<file path="config.mk">
export PLATFORM = sky130hd
export DESIGN_NAME = stream_prefetch_buf
export DESIGN_NICKNAME = d
export VERILOG_FILES = /design/src/rtl/sbuf_pkg.sv /design/src/rtl/sbuf_fifo.sv /design/src/rtl/sbuf_addr_gen.sv /design/src/rtl/sbuf_ctrl.sv /design/src/rtl/stream_prefetch_buf.sv
export SDC_FILE = /design/constraint.sdc
export NUM_CORES = 1
export LEC_CHECK = 0
export ABC_AREA = 0
export ABC_CLOCK_PERIOD_IN_PS = 26000
export CAP_MARGIN = 10
export CORE_MARGIN = 1.5
export CORE_UTILIZATION = 61
export CTS_CLUSTER_SIZE = 25
export DETAILED_ROUTE_END_ITERATION = 8
export PLACE_DENSITY_LB_ADDON = 0.08
export REMOVE_ABC_BUFFERS = 1
export SKIP_LAST_GASP = 1
export SYNTH_ARGS = -nofsm -noshare
export SYNTH_HDL_FRONTEND = slang
export SYNTH_HIERARCHICAL = 1
export SYNTH_SLANG_ARGS = --single-unit
</file>
<file path="constraint.sdc">
create_clock -name clk -period 26 [get_ports clk]
set_clock_uncertainty 0.15 [all_clocks]
set_input_delay 5.2 -clock clk [delete_from_list [all_inputs] [get_ports clk]]
set_output_delay 5.2 -clock clk [all_outputs]
set_load 0.01 [all_outputs]
</file>
<file path="src/rtl/sbuf_pkg.sv">
package sbuf_pkg;

    typedef enum logic [2:0] {
        ST_IDLE,
        ST_PF_REQ,
        ST_PF_RSP,
        ST_HEAD_WAIT,
        ST_DRAIN,
        ST_DM_REQ,
        ST_DM_RSP
    } sb_state_t;

endpackage

</file>
<file path="src/rtl/sbuf_fifo.sv">
module sbuf_fifo #(
    parameter int DEPTH  = 4,
    parameter int ADDR_W = 16,
    parameter int BLK_W  = 64,
    localparam int IDX_W = (DEPTH > 1) ? $clog2(DEPTH) : 1,
    localparam int CNT_W = $clog2(DEPTH + 1)
) (
    input  logic              clk,
    input  logic              rst_n,
    input  logic              flush,
    input  logic              alloc,
    input  logic [ADDR_W-1:0] alloc_tag,
    input  logic              fill_we,
    input  logic [IDX_W-1:0]  fill_idx,
    input  logic [BLK_W-1:0]  fill_data,
    input  logic              pop,
    output logic              empty,
    output logic              full,
    output logic [ADDR_W-1:0] head_tag,
    output logic              head_vld,
    output logic [BLK_W-1:0]  head_data,
    output logic [IDX_W-1:0]  tail_idx,
    output logic [CNT_W-1:0]  count
);

    logic [IDX_W-1:0]  head_q, tail_q;
    logic [CNT_W-1:0]  cnt_q;
    logic [ADDR_W-1:0] tag_q  [DEPTH];
    logic [BLK_W-1:0]  data_q [DEPTH];
    logic [DEPTH-1:0]  vld_q;

    function automatic logic [IDX_W-1:0] bump(input logic [IDX_W-1:0] p);
        return (p == IDX_W'(DEPTH - 1)) ? '0 : p + 1'b1;
    endfunction

    always_ff @(posedge clk) begin
        if (!rst_n || flush) begin
            head_q <= '0;
            tail_q <= '0;
            cnt_q  <= '0;
        end else begin
            if (alloc) tail_q <= bump(tail_q);
            if (pop)   head_q <= bump(head_q);
            unique case ({alloc, pop})
                2'b10:   cnt_q <= cnt_q + 1'b1;
                2'b01:   cnt_q <= cnt_q - 1'b1;
                default: cnt_q <= cnt_q;
            endcase
        end
    end

    for (genvar i = 0; i < DEPTH; i++) begin : g_entry
        logic sel_alloc, sel_fill;
        assign sel_alloc = alloc && (tail_q == IDX_W'(i));
        assign sel_fill  = fill_we && (fill_idx == IDX_W'(i));

        always_ff @(posedge clk) begin
            if (!rst_n || flush) begin
                vld_q[i] <= 1'b0;
            end else if (sel_alloc) begin
                vld_q[i] <= 1'b0;
            end else if (sel_fill) begin
                vld_q[i] <= 1'b1;
            end
        end

        always_ff @(posedge clk) begin
            if (sel_alloc) tag_q[i]  <= alloc_tag;
            if (sel_fill)  data_q[i] <= fill_data;
        end
    end

    assign empty     = (cnt_q == '0);
    assign full      = (cnt_q == CNT_W'(DEPTH));
    assign head_tag  = tag_q[head_q];
    assign head_vld  = vld_q[head_q];
    assign head_data = data_q[head_q];
    assign tail_idx  = tail_q;
    assign count     = cnt_q;

endmodule

</file>
<file path="src/rtl/sbuf_addr_gen.sv">
module sbuf_addr_gen #(
    parameter int ADDR_W = 16
) (
    input  logic              clk,
    input  logic              rst_n,
    input  logic              load,
    input  logic [ADDR_W-1:0] load_addr,
    input  logic              step,
    output logic [ADDR_W-1:0] pf_addr,
    output logic              armed
);

    logic [ADDR_W-1:0] next_q;
    logic              armed_q;

    always_ff @(posedge clk) begin
        if (!rst_n) begin
            next_q  <= '0;
            armed_q <= 1'b0;
        end else if (load) begin
            next_q  <= load_addr + 1'b1;
            armed_q <= 1'b1;
        end else if (step) begin
            next_q  <= next_q + 1'b1;
        end
    end

    assign pf_addr = next_q;
    assign armed   = armed_q;

endmodule

</file>
<file path="src/rtl/sbuf_ctrl.sv">
module sbuf_ctrl
    import sbuf_pkg::*;
#(
    parameter int ADDR_W = 16,
    parameter int BLK_W  = 64,
    parameter int IDX_W  = 2
) (
    input  logic              clk,
    input  logic              rst_n,
    input  logic              miss_valid,
    input  logic [ADDR_W-1:0] miss_addr,
    input  logic              fifo_empty,
    input  logic              fifo_full,
    input  logic [ADDR_W-1:0] head_tag,
    input  logic              head_vld,
    input  logic [BLK_W-1:0]  head_data,
    input  logic [IDX_W-1:0]  tail_idx,
    input  logic [ADDR_W-1:0] pf_addr,
    input  logic              pf_armed,
    input  logic              mem_req_ready,
    input  logic              mem_rsp_valid,
    input  logic [BLK_W-1:0]  mem_rsp_data,
    output logic              mem_req_valid,
    output logic [ADDR_W-1:0] mem_req_addr,
    output logic              fifo_flush,
    output logic              fifo_alloc,
    output logic              fifo_fill_we,
    output logic [IDX_W-1:0]  fifo_fill_idx,
    output logic              fifo_pop,
    output logic              ag_load,
    output logic              ag_step,
    output logic              fill_valid,
    output logic [BLK_W-1:0]  fill_data,
    output logic              fill_hit
);

    sb_state_t        state_q, state_d;
    logic [IDX_W-1:0] pend_idx_q;
    logic             head_match;
    logic             deliver_fifo, deliver_rsp, deliver_hit;

    assign head_match = !fifo_empty && (head_tag == miss_addr);

    // State register
    always_ff @(posedge clk) begin
        if (!rst_n) state_q <= ST_IDLE;
        else        state_q <= state_d;
    end

    // Next state and actions
    always_comb begin
        state_d       = state_q;
        mem_req_valid = 1'b0;
        mem_req_addr  = pf_addr;
        fifo_flush    = 1'b0;
        fifo_alloc    = 1'b0;
        fifo_fill_we  = 1'b0;
        fifo_pop      = 1'b0;
        ag_load       = 1'b0;
        ag_step       = 1'b0;
        deliver_fifo  = 1'b0;
        deliver_rsp   = 1'b0;
        deliver_hit   = 1'b0;
        unique case (state_q)
            ST_IDLE: begin
                if (miss_valid) begin
                    if (head_match && head_vld) begin
                        deliver_fifo = 1'b1;
                        deliver_hit  = 1'b1;
                        fifo_pop     = 1'b1;
                    end else begin
                        fifo_flush = 1'b1;
                        state_d    = ST_DM_REQ;
                    end
                end else if (pf_armed && !fifo_full) begin
                    state_d = ST_PF_REQ;
                end
            end
            ST_PF_REQ: begin
                mem_req_valid = 1'b1;
                mem_req_addr  = pf_addr;
                if (mem_req_ready) begin
                    fifo_alloc = 1'b1;
                    ag_step    = 1'b1;
                    state_d    = ST_PF_RSP;
                end
            end
            ST_PF_RSP: begin
                fifo_fill_we = mem_rsp_valid;
                if (miss_valid && head_match && head_vld) begin
                    deliver_fifo = 1'b1;
                    deliver_hit  = 1'b1;
                    fifo_pop     = 1'b1;
                    if (mem_rsp_valid) state_d = ST_IDLE;
                end else if (miss_valid && head_match) begin
                    if (mem_rsp_valid) begin
                        fifo_fill_we = 1'b0;
                        deliver_rsp  = 1'b1;
                        deliver_hit  = 1'b1;
                        fifo_pop     = 1'b1;
                        state_d      = ST_IDLE;
                    end else begin
                        state_d = ST_HEAD_WAIT;
                    end
                end else if (miss_valid) begin
                    fifo_fill_we = 1'b0;
                    if (mem_rsp_valid) begin
                        fifo_flush = 1'b1;
                        state_d    = ST_DM_REQ;
                    end else begin
                        state_d = ST_DRAIN;
                    end
                end else if (mem_rsp_valid) begin
                    state_d = ST_IDLE;
                end
            end
            ST_HEAD_WAIT: begin
                if (mem_rsp_valid) begin
                    deliver_rsp = 1'b1;
                    deliver_hit = 1'b1;
                    fifo_pop    = 1'b1;
                    state_d     = ST_IDLE;
                end
            end
            ST_DRAIN: begin
                if (mem_rsp_valid) begin
                    fifo_flush = 1'b1;
                    state_d    = ST_DM_REQ;
                end
            end
            ST_DM_REQ: begin
                mem_req_valid = 1'b1;
                mem_req_addr  = miss_addr;
                if (mem_req_ready) state_d = ST_DM_RSP;
            end
            ST_DM_RSP: begin
                if (mem_rsp_valid) begin
                    deliver_rsp = 1'b1;
                    ag_load     = 1'b1;
                    state_d     = ST_IDLE;
                end
            end
            default: state_d = ST_IDLE;
        endcase
    end

    assign fifo_fill_idx = pend_idx_q;

    always_ff @(posedge clk) begin
        if (!rst_n)          pend_idx_q <= '0;
        else if (fifo_alloc) pend_idx_q <= tail_idx;
    end

    // Registered cache-side outputs
    always_ff @(posedge clk) begin
        if (!rst_n) begin
            fill_valid <= 1'b0;
            fill_hit   <= 1'b0;
            fill_data  <= '0;
        end else begin
            fill_valid <= deliver_fifo || deliver_rsp;
            fill_hit   <= deliver_hit;
            if (deliver_fifo)     fill_data <= head_data;
            else if (deliver_rsp) fill_data <= mem_rsp_data;
        end
    end

endmodule

</file>
<file path="src/rtl/stream_prefetch_buf.sv">
module stream_prefetch_buf #(
    parameter int ADDR_W = 16,
    parameter int BLK_W  = 64,
    parameter int DEPTH  = 4,
    localparam int IDX_W = (DEPTH > 1) ? $clog2(DEPTH) : 1,
    localparam int CNT_W = $clog2(DEPTH + 1)
) (
    input  logic              clk,
    input  logic              rst_n,
    input  logic              miss_valid,
    input  logic [ADDR_W-1:0] miss_addr,
    output logic              fill_valid,
    output logic [BLK_W-1:0]  fill_data,
    output logic              fill_hit,
    output logic              mem_req_valid,
    input  logic              mem_req_ready,
    output logic [ADDR_W-1:0] mem_req_addr,
    input  logic              mem_rsp_valid,
    input  logic [BLK_W-1:0]  mem_rsp_data
);

    logic              fifo_flush, fifo_alloc, fifo_fill_we, fifo_pop;
    logic [IDX_W-1:0]  fifo_fill_idx, tail_idx;
    logic              fifo_empty, fifo_full, head_vld;
    logic [ADDR_W-1:0] head_tag, pf_addr;
    logic [BLK_W-1:0]  head_data;
    logic [CNT_W-1:0]  fifo_count;
    logic              ag_load, ag_step, pf_armed;

    sbuf_fifo #(.DEPTH(DEPTH), .ADDR_W(ADDR_W), .BLK_W(BLK_W)) u_fifo (
        .clk       (clk),
        .rst_n     (rst_n),
        .flush     (fifo_flush),
        .alloc     (fifo_alloc),
        .alloc_tag (pf_addr),
        .fill_we   (fifo_fill_we),
        .fill_idx  (fifo_fill_idx),
        .fill_data (mem_rsp_data),
        .pop       (fifo_pop),
        .empty     (fifo_empty),
        .full      (fifo_full),
        .head_tag  (head_tag),
        .head_vld  (head_vld),
        .head_data (head_data),
        .tail_idx  (tail_idx),
        .count     (fifo_count)
    );

    sbuf_addr_gen #(.ADDR_W(ADDR_W)) u_agen (
        .clk       (clk),
        .rst_n     (rst_n),
        .load      (ag_load),
        .load_addr (miss_addr),
        .step      (ag_step),
        .pf_addr   (pf_addr),
        .armed     (pf_armed)
    );

    sbuf_ctrl #(.ADDR_W(ADDR_W), .BLK_W(BLK_W), .IDX_W(IDX_W)) u_ctrl (
        .clk           (clk),
        .rst_n         (rst_n),
        .miss_valid    (miss_valid),
        .miss_addr     (miss_addr),
        .fifo_empty    (fifo_empty),
        .fifo_full     (fifo_full),
        .head_tag      (head_tag),
        .head_vld      (head_vld),
        .head_data     (head_data),
        .tail_idx      (tail_idx),
        .pf_addr       (pf_addr),
        .pf_armed      (pf_armed),
        .mem_req_ready (mem_req_ready),
        .mem_rsp_valid (mem_rsp_valid),
        .mem_rsp_data  (mem_rsp_data),
        .mem_req_valid (mem_req_valid),
        .mem_req_addr  (mem_req_addr),
        .fifo_flush    (fifo_flush),
        .fifo_alloc    (fifo_alloc),
        .fifo_fill_we  (fifo_fill_we),
        .fifo_fill_idx (fifo_fill_idx),
        .fifo_pop      (fifo_pop),
        .ag_load       (ag_load),
        .ag_step       (ag_step),
        .fill_valid    (fill_valid),
        .fill_data     (fill_data),
        .fill_hit      (fill_hit)
    );

endmodule

</file>
# Yosys cells after proc, flatten, opt, wreduce, memory -nomap -nowiden
# Memories as Yosys holds them, arrays and structs flattened. A register that Yosys moved wholly into a read port is not among the register bits.
# Cells that the tools add are included.
[op_classes] add_sub_neg=6 magnitude_cmp=1 n_eq_ne=22 muxes=85 n_reduce_logical=38
[ops] op="$mux W64" count=5
[ops] op="$reduce_or A64 Y1" count=3
[ops] op="$mux W16" count=6
[ops] op="$reduce_or A16 Y1" count=3
[ops] op="$mux W1" count=44
[ops] op="$add A16 B1 Y16 const B" count=2
[ops] op="$mux W3" count=10
[ops] op="$mux W2" count=13
[ops] op="$pmux W3 S6" count=1
[ops] op="$eq A16 B16 Y1" count=1
[ops] op="$logic_and A1 B1 Y1" count=13
[ops] op="$eq A2 B2 Y1 const B" count=6
[ops] op="$eq A3 B3 Y1 const B" count=4
[ops] op="$reduce_or A2 Y1" count=6
[ops] op="$eq A2 B1 Y1 const B" count=3
[ops] op="$eq A3 B2 Y1 const B" count=2
[ops] op="$logic_not A3 Y1" count=2
[ops] op="$ne A2 B2 Y1 const B" count=3
[ops] op="$pmux W1 S3" count=2
[ops] op="$pmux W3 S2" count=1
[ops] op="$reduce_bool A2 Y1" count=3
[ops] op="$reduce_and A5 Y1" count=1
[ops] op="$add A2 B1 Y2 const B" count=2
[ops] op="$logic_not A2 Y1" count=2
[ops] op="other kinds (10)" count=14
[word_totals] register_bits=99 ramBits=320 input_bits=85 output_inout_bits=83 wordCells=168 n_memories=2
[memory_table] memory="u_fifo.data_q" words=4 word_bits=64 read_ports=1 rd_clocked_by_memory_dff=1 write_ports=1 line_no="sbuf_fifo.sv:29" rtl="logic [BLK_W-1:0] data_q [DEPTH];"
[memory_table] memory="u_fifo.tag_q" words=4 word_bits=16 read_ports=1 rd_clocked_by_memory_dff=1 write_ports=1 line_no="sbuf_fifo.sv:28" rtl="logic [ADDR_W-1:0] tag_q [DEPTH];"

# Logic depth before layout (Yosys ltp)
[logic_depth] word_depth=14 depth_mapped=15 mapped_depth_nobuf=12

# Hierarchy
# The synthesis kept the hierarchy.
[modules_own_cells] module="sbuf_fifo" instances=1 cells_each=484 area_per_inst_um2=12251.8 seq_area_each_um2=9869.5
[modules_own_cells] module="sbuf_ctrl" instances=1 cells_each=393 area_per_inst_um2=3590.9 seq_area_each_um2=1421.4
[modules_own_cells] module="sbuf_addr_gen" instances=1 cells_each=167 area_per_inst_um2=1357.6 seq_area_each_um2=340.3

# Worst setup path before layout
# Ideal clock, no wire load.
[synth_path] path_kind="input -> register" from="in miss_addr[4]" to="mem u_fifo.data_q[0][0], enable pin" setup_time_ns=0.580 t_arrival_ns=11.270 slack_ns=13.999 cell_stages=8 n_path_buf=1 cell_sequence="xnor2_1 -> nand3_1 -> or3_1 -> buf_2 -> nor2_1 -> nand2_1 -> a21oi_1 -> nor3b_1"
[synth_between] word_cells_on_any_way=28 cone_classes="eq/ne (1); mux (17); reduce/logical (10)"
[synth_rtl] element="start: declaration" line_no="stream_prefetch_buf.sv:11" rtl="input logic [ADDR_W-1:0] miss_addr,"
[synth_rtl] element="$eq A16 B16 Y1 (*)" line_no="sbuf_ctrl.sv:42" rtl="assign head_match = !fifo_empty && (head_tag == miss_addr);"
[synth_rtl] element="$logic_and A1 B1 Y1 (*)" line_no="sbuf_ctrl.sv:42"
[synth_rtl] element="$logic_and A1 B1 Y1 (*)" line_no="sbuf_ctrl.sv:90, sbuf_ctrl.sv:95"
[synth_rtl] element="$mux W1 / $logic_and A1 B1 Y1 (equally long branches)" line_no="sbuf_ctrl.sv:95, sbuf_ctrl.sv:90"
[synth_rtl] element="$mux W1 (*)" line_no="sbuf_ctrl.sv:90" rtl="if (miss_valid && head_match && head_vld) begin"
[synth_rtl] element="$mux W1 (*)" line_no="sbuf_ctrl.sv:64" rtl="unique case (state_q)"
[synth_rtl] element="via fifo_fill_we" line_no="stream_prefetch_buf.sv:22" rtl="logic fifo_flush, fifo_alloc, fifo_fill_we, fifo_pop;"
[synth_rtl] element="$logic_and A1 B1 Y1 (*)" line_no="sbuf_fifo.sv:55" rtl="assign sel_fill = fill_we && (fill_idx == IDX_W'(i));"
[synth_rtl] element="via u_fifo.g_entry[0].sel_fill" line_no="sbuf_fifo.sv:53" rtl="logic sel_alloc, sel_fill;"
[synth_rtl] element="$mux W1 (*)" line_no="sbuf_fifo.sv:69" rtl="if (sel_fill) data_q[i] <= fill_data;"
[synth_rtl] element="$mux W1 (not written as such) (*)" line_no="sbuf_fifo.sv:69"
[synth_rtl] element="$mux W1 (no line) (*) (3 in a row)"
[synth_rtl] element="end: declaration" line_no="sbuf_fifo.sv:29"
# The timed path passes the listed nets; every way through them passes the cells marked *.

# Worst setup path in the final report
[layout_path] from="in miss_addr[7]" to="out mem_req_addr[7]"
[layout_between] elab_chain_len=1
[layout_lines] element="$mux W16" line_no="sbuf_ctrl.sv:64"
[layout_lines] element="end: declaration" line_no="stream_prefetch_buf.sv:17" rtl="output logic [ADDR_W-1:0] mem_req_addr,"
# No other way between the ends.

==> impl_results.md <==
* Post-route ant nets at 0
* Sw Pwr at 310 uW
* MaxCap Viol Count at 0
* Part of the power in registers at 51.1%
* Pre-Repair DR Iteration Count at 5
* Clock sink total at 421
* Syn_area_per_cell at 16.5 sq um
* Gp weighted congestion at 0.866
* N_diodes at 0
* Max Buffers Root-to-Sink at 3
* Int Pwr at 1150 uW
* Most frequent cells in the layout: edfxtp_1 (320), clkdlybuf4s50_1 (167), dfxtp_1 (99)
* FFs w/ async S/R, synth at 0%
* TNS Setup at 0 ps
* CP Class: input port to primary output
* Routed Wire Length at 35,500 um
* Reg clk slew, reported paths at 50 ps
* Largest net degree at the start of global routing at 66
* Crit path required time at 20,650 ps
* WL per Instance at 21.8 um
* Multi-input gate area at 0.00508 sq mm
* Register area share after synthesis at 67.6%
* CP dominant cell by count: clkdlybuf4s50_1
* Non-filler cells, final at 1,626
* Layout cell share with drive strength beyond 1 at 16.0%
* Post-layout minimum cycle time at 11,930 ps
* Critical Path Fanout Max at 8
* Vias in the first global route at 9,879
* Critical path endpoint category: primary output
* Area growth from synthesis to layout at 18.9%
* Total GRT Usage at 25.2%
* # setup viols final at 0
* CTS tree: yes
* Post-synth EDFFs at 320
* Dpl hpwl at 20,700 um
* # resized after CTS at 0
* Top delay family on crit path: buffers and inverters
* # IOs at 168
* Total number of vias at 9,754
* Fin. max-slew vios at 0
* Die width at 171 um
* Synth warn at 6
* First-pass GRT wire length at 55,400 um
* Comb power frac at 7.1%
* Crit path DAT at 6580 ps
* DIE AREA at 0.0292 sq mm
* H-tree depth at 2
* Mapped Area at 0.0172 sq mm
* Flops & latches, synth at 421
* Row cnt at 61
* Power share of the clock group at 41.7%
* Cells after synthesis at 1,044
* Post-CTS setup buffers at 0
* RSZ-0062 raised after global routing: no
* Most common cell after layout, fill and taps aside: edfxtp_1
* Hold Crit Class: register to register
* Pwr Density at 71.4 mW/mm^2
* Drt drc at 0
* Fillers at 1,785
* Peak Freq at 83.8 MHz
* Core Area at 0.0278 sq mm
* CTS buffer count at 43
* Worst-Skew Late Latency at 540 ps
* Fin crit share at 45.9%
* Crit-path max cell delay at 640 ps
* Placed cells at 1,546
* Status: finished, final reports clean
* PortBufs at 167
* Post-CTS Hold Fix Bufs at 0
* Starting density of the core at 61.9%
* Peak supply drop at 56.6 uV
* Least-Margin Pin Slew at 1070 ps
* Final Hold Viols at 0
* Top FF cell, synth: edfxtp_1
* CTS root buf: clkbuf_16
* Vias per Instance at 6.00
* Synth cell types at 63
* CP startpoint kind: input port
* Slowest-stage cell, CP: clkdlybuf4s50_1
* Antenna violations before repair at 0
* CP cell instances: clkdlybuf4s50_1 > mux2_2 > clkdlybuf4s50_1
* LEAKAGE at 0.00641 uW
* Worst rel slew slack at 28.5%
* Initial DRC count at 890
* Nets at 1,306
* Register area at 0.0116 sq mm
* Die Ht at 171 um
* GRT overflow at 0
* Switch share at 21.2%
* CP Buf/Inv Count at 2
## sequential cells by signal, summed over array words and instances (netlist names), named ones only
signal	flops
u_agen/armed	1
u_agen/pf_addr	16
u_ctrl/fifo_fill_idx	2
u_ctrl/fill_data	64
u_ctrl/fill_hit	1
u_ctrl/fill_valid	1
u_ctrl/state_q	3
u_fifo/count	3
u_fifo/data_q	256
u_fifo/head_q	2
u_fifo/tag_q	64
u_fifo/tail_idx	2
u_fifo/vld_q	4
## power groups by stage
stage / Combinational, uW / Clock (uW) / Sequential, uW
2_1_floorplan: 54.5 / 0 / 759
3_3_place_gp: 102 / 0 / 760
3_5_place_dp: 104 / 0 / 761
4_1_cts: 104 / 621 / 746
5_1_grt: 112 / 647 / 748
6_report: 104 / 610 / 747
## tightest hold or removal path: cells and delay by family (launching register included)
family / cells / cell delay, ps
simple gates: 2 / 120
flops: 1 / 320
## metrics by stage
stage          hold WS [ps]  instance area [sq um]  power, uW  setup WS (ps)  util [%]
5_1_grt                 356                  20400       1510          13990      73.6
4_1_cts                 322                  20400       1470          14060      73.6
2_1_floorplan           285                  16800        814          13970         -
6_report                323                  20400       1460          14070      73.6
3_3_place_gp            304                  19000        863          14050      68.5
3_5_place_dp            309                  19000        864          14070      68.5
## logic make-up (layout without fill, tap and decap cells)
family / Yosys count / after routing / share of synthesized area (%)
compound gates: 134 / 134 / 4.97
simple gates: 201 / 201 / 6.01
flops: 421 / 421 / 67.6
xor+xnor: 30 / 30 / 1.53
fa+ha+maj: 8 / 8 / 0.626
mux: 177 / 177 / 16.3
buf+inv: 73 / 277 / 2.90
## Yosys cell counts, types with 7 or more instances
cell type  instances  share of area [%]
edfxtp_1         320                 56
dfxtp_1          101                 12
nand2_1           85                1.9
mux4_2            81                 11
mux2i_1           75                4.4
o21ai_1           60                1.7
nor2_1            33               0.72
clkbuf_1          21               0.46
mux2_2            21                1.4
inv_1             18               0.39
a21oi_1           17               0.49
nand3_1           17               0.49
xnor2_1           16               0.81
xor2_1            14               0.71
buf_2             13               0.38
nand4_1           12               0.44
o21ai_0           12               0.35
a211oi_1          10               0.44
nor3_1             9               0.26
buf_12             8               0.93
buf_6              8               0.52
and2_1             7               0.25
ha_1               7               0.51
## cell type report
type / count / share of cell area, %
flip-flops and latches: 421 / 56.9
clock buffers: 61 / 5.94
repair buffers: 179 / 8.62
multi-input cells: 550 / 24.8
clock inverters: 19 / 1.02
inverters: 18 / 0.330
well taps: 378 / 2.31
## worst paths after layout
kind	from	to	slack (ps)	cells past startpoint
min	u_fifo/vld_q[3]$_SDFFE_PP0P_	u_fifo/vld_q[3]$_SDFFE_PP0P_	320	2
max reg2reg	register	u_fifo/data_q[1][23]$_DFFE_PP_	20670	10
min reg2reg	u_fifo/vld_q[3]$_SDFFE_PP0P_	u_fifo/vld_q[3]$_SDFFE_PP0P_	320	2
max	miss_addr[7]	mem_req_addr[7]	14070	3
## metal layers
| layer | wire [um] | up-vias | track usage [%] |
|---|---|---|---|
| li1 | - | 4408 | - |
| met1 | 14900 | 4935 | 35.0 |
| met2 | 17800 | 348 | 41.8 |
| met3 | 2030 | 63 | 3.59 |
| met4 | 789 | 0 | 7.93 |
| met5 | 0 | - | 0 |
No activity file was read; power rests on OpenSTA's default activity.
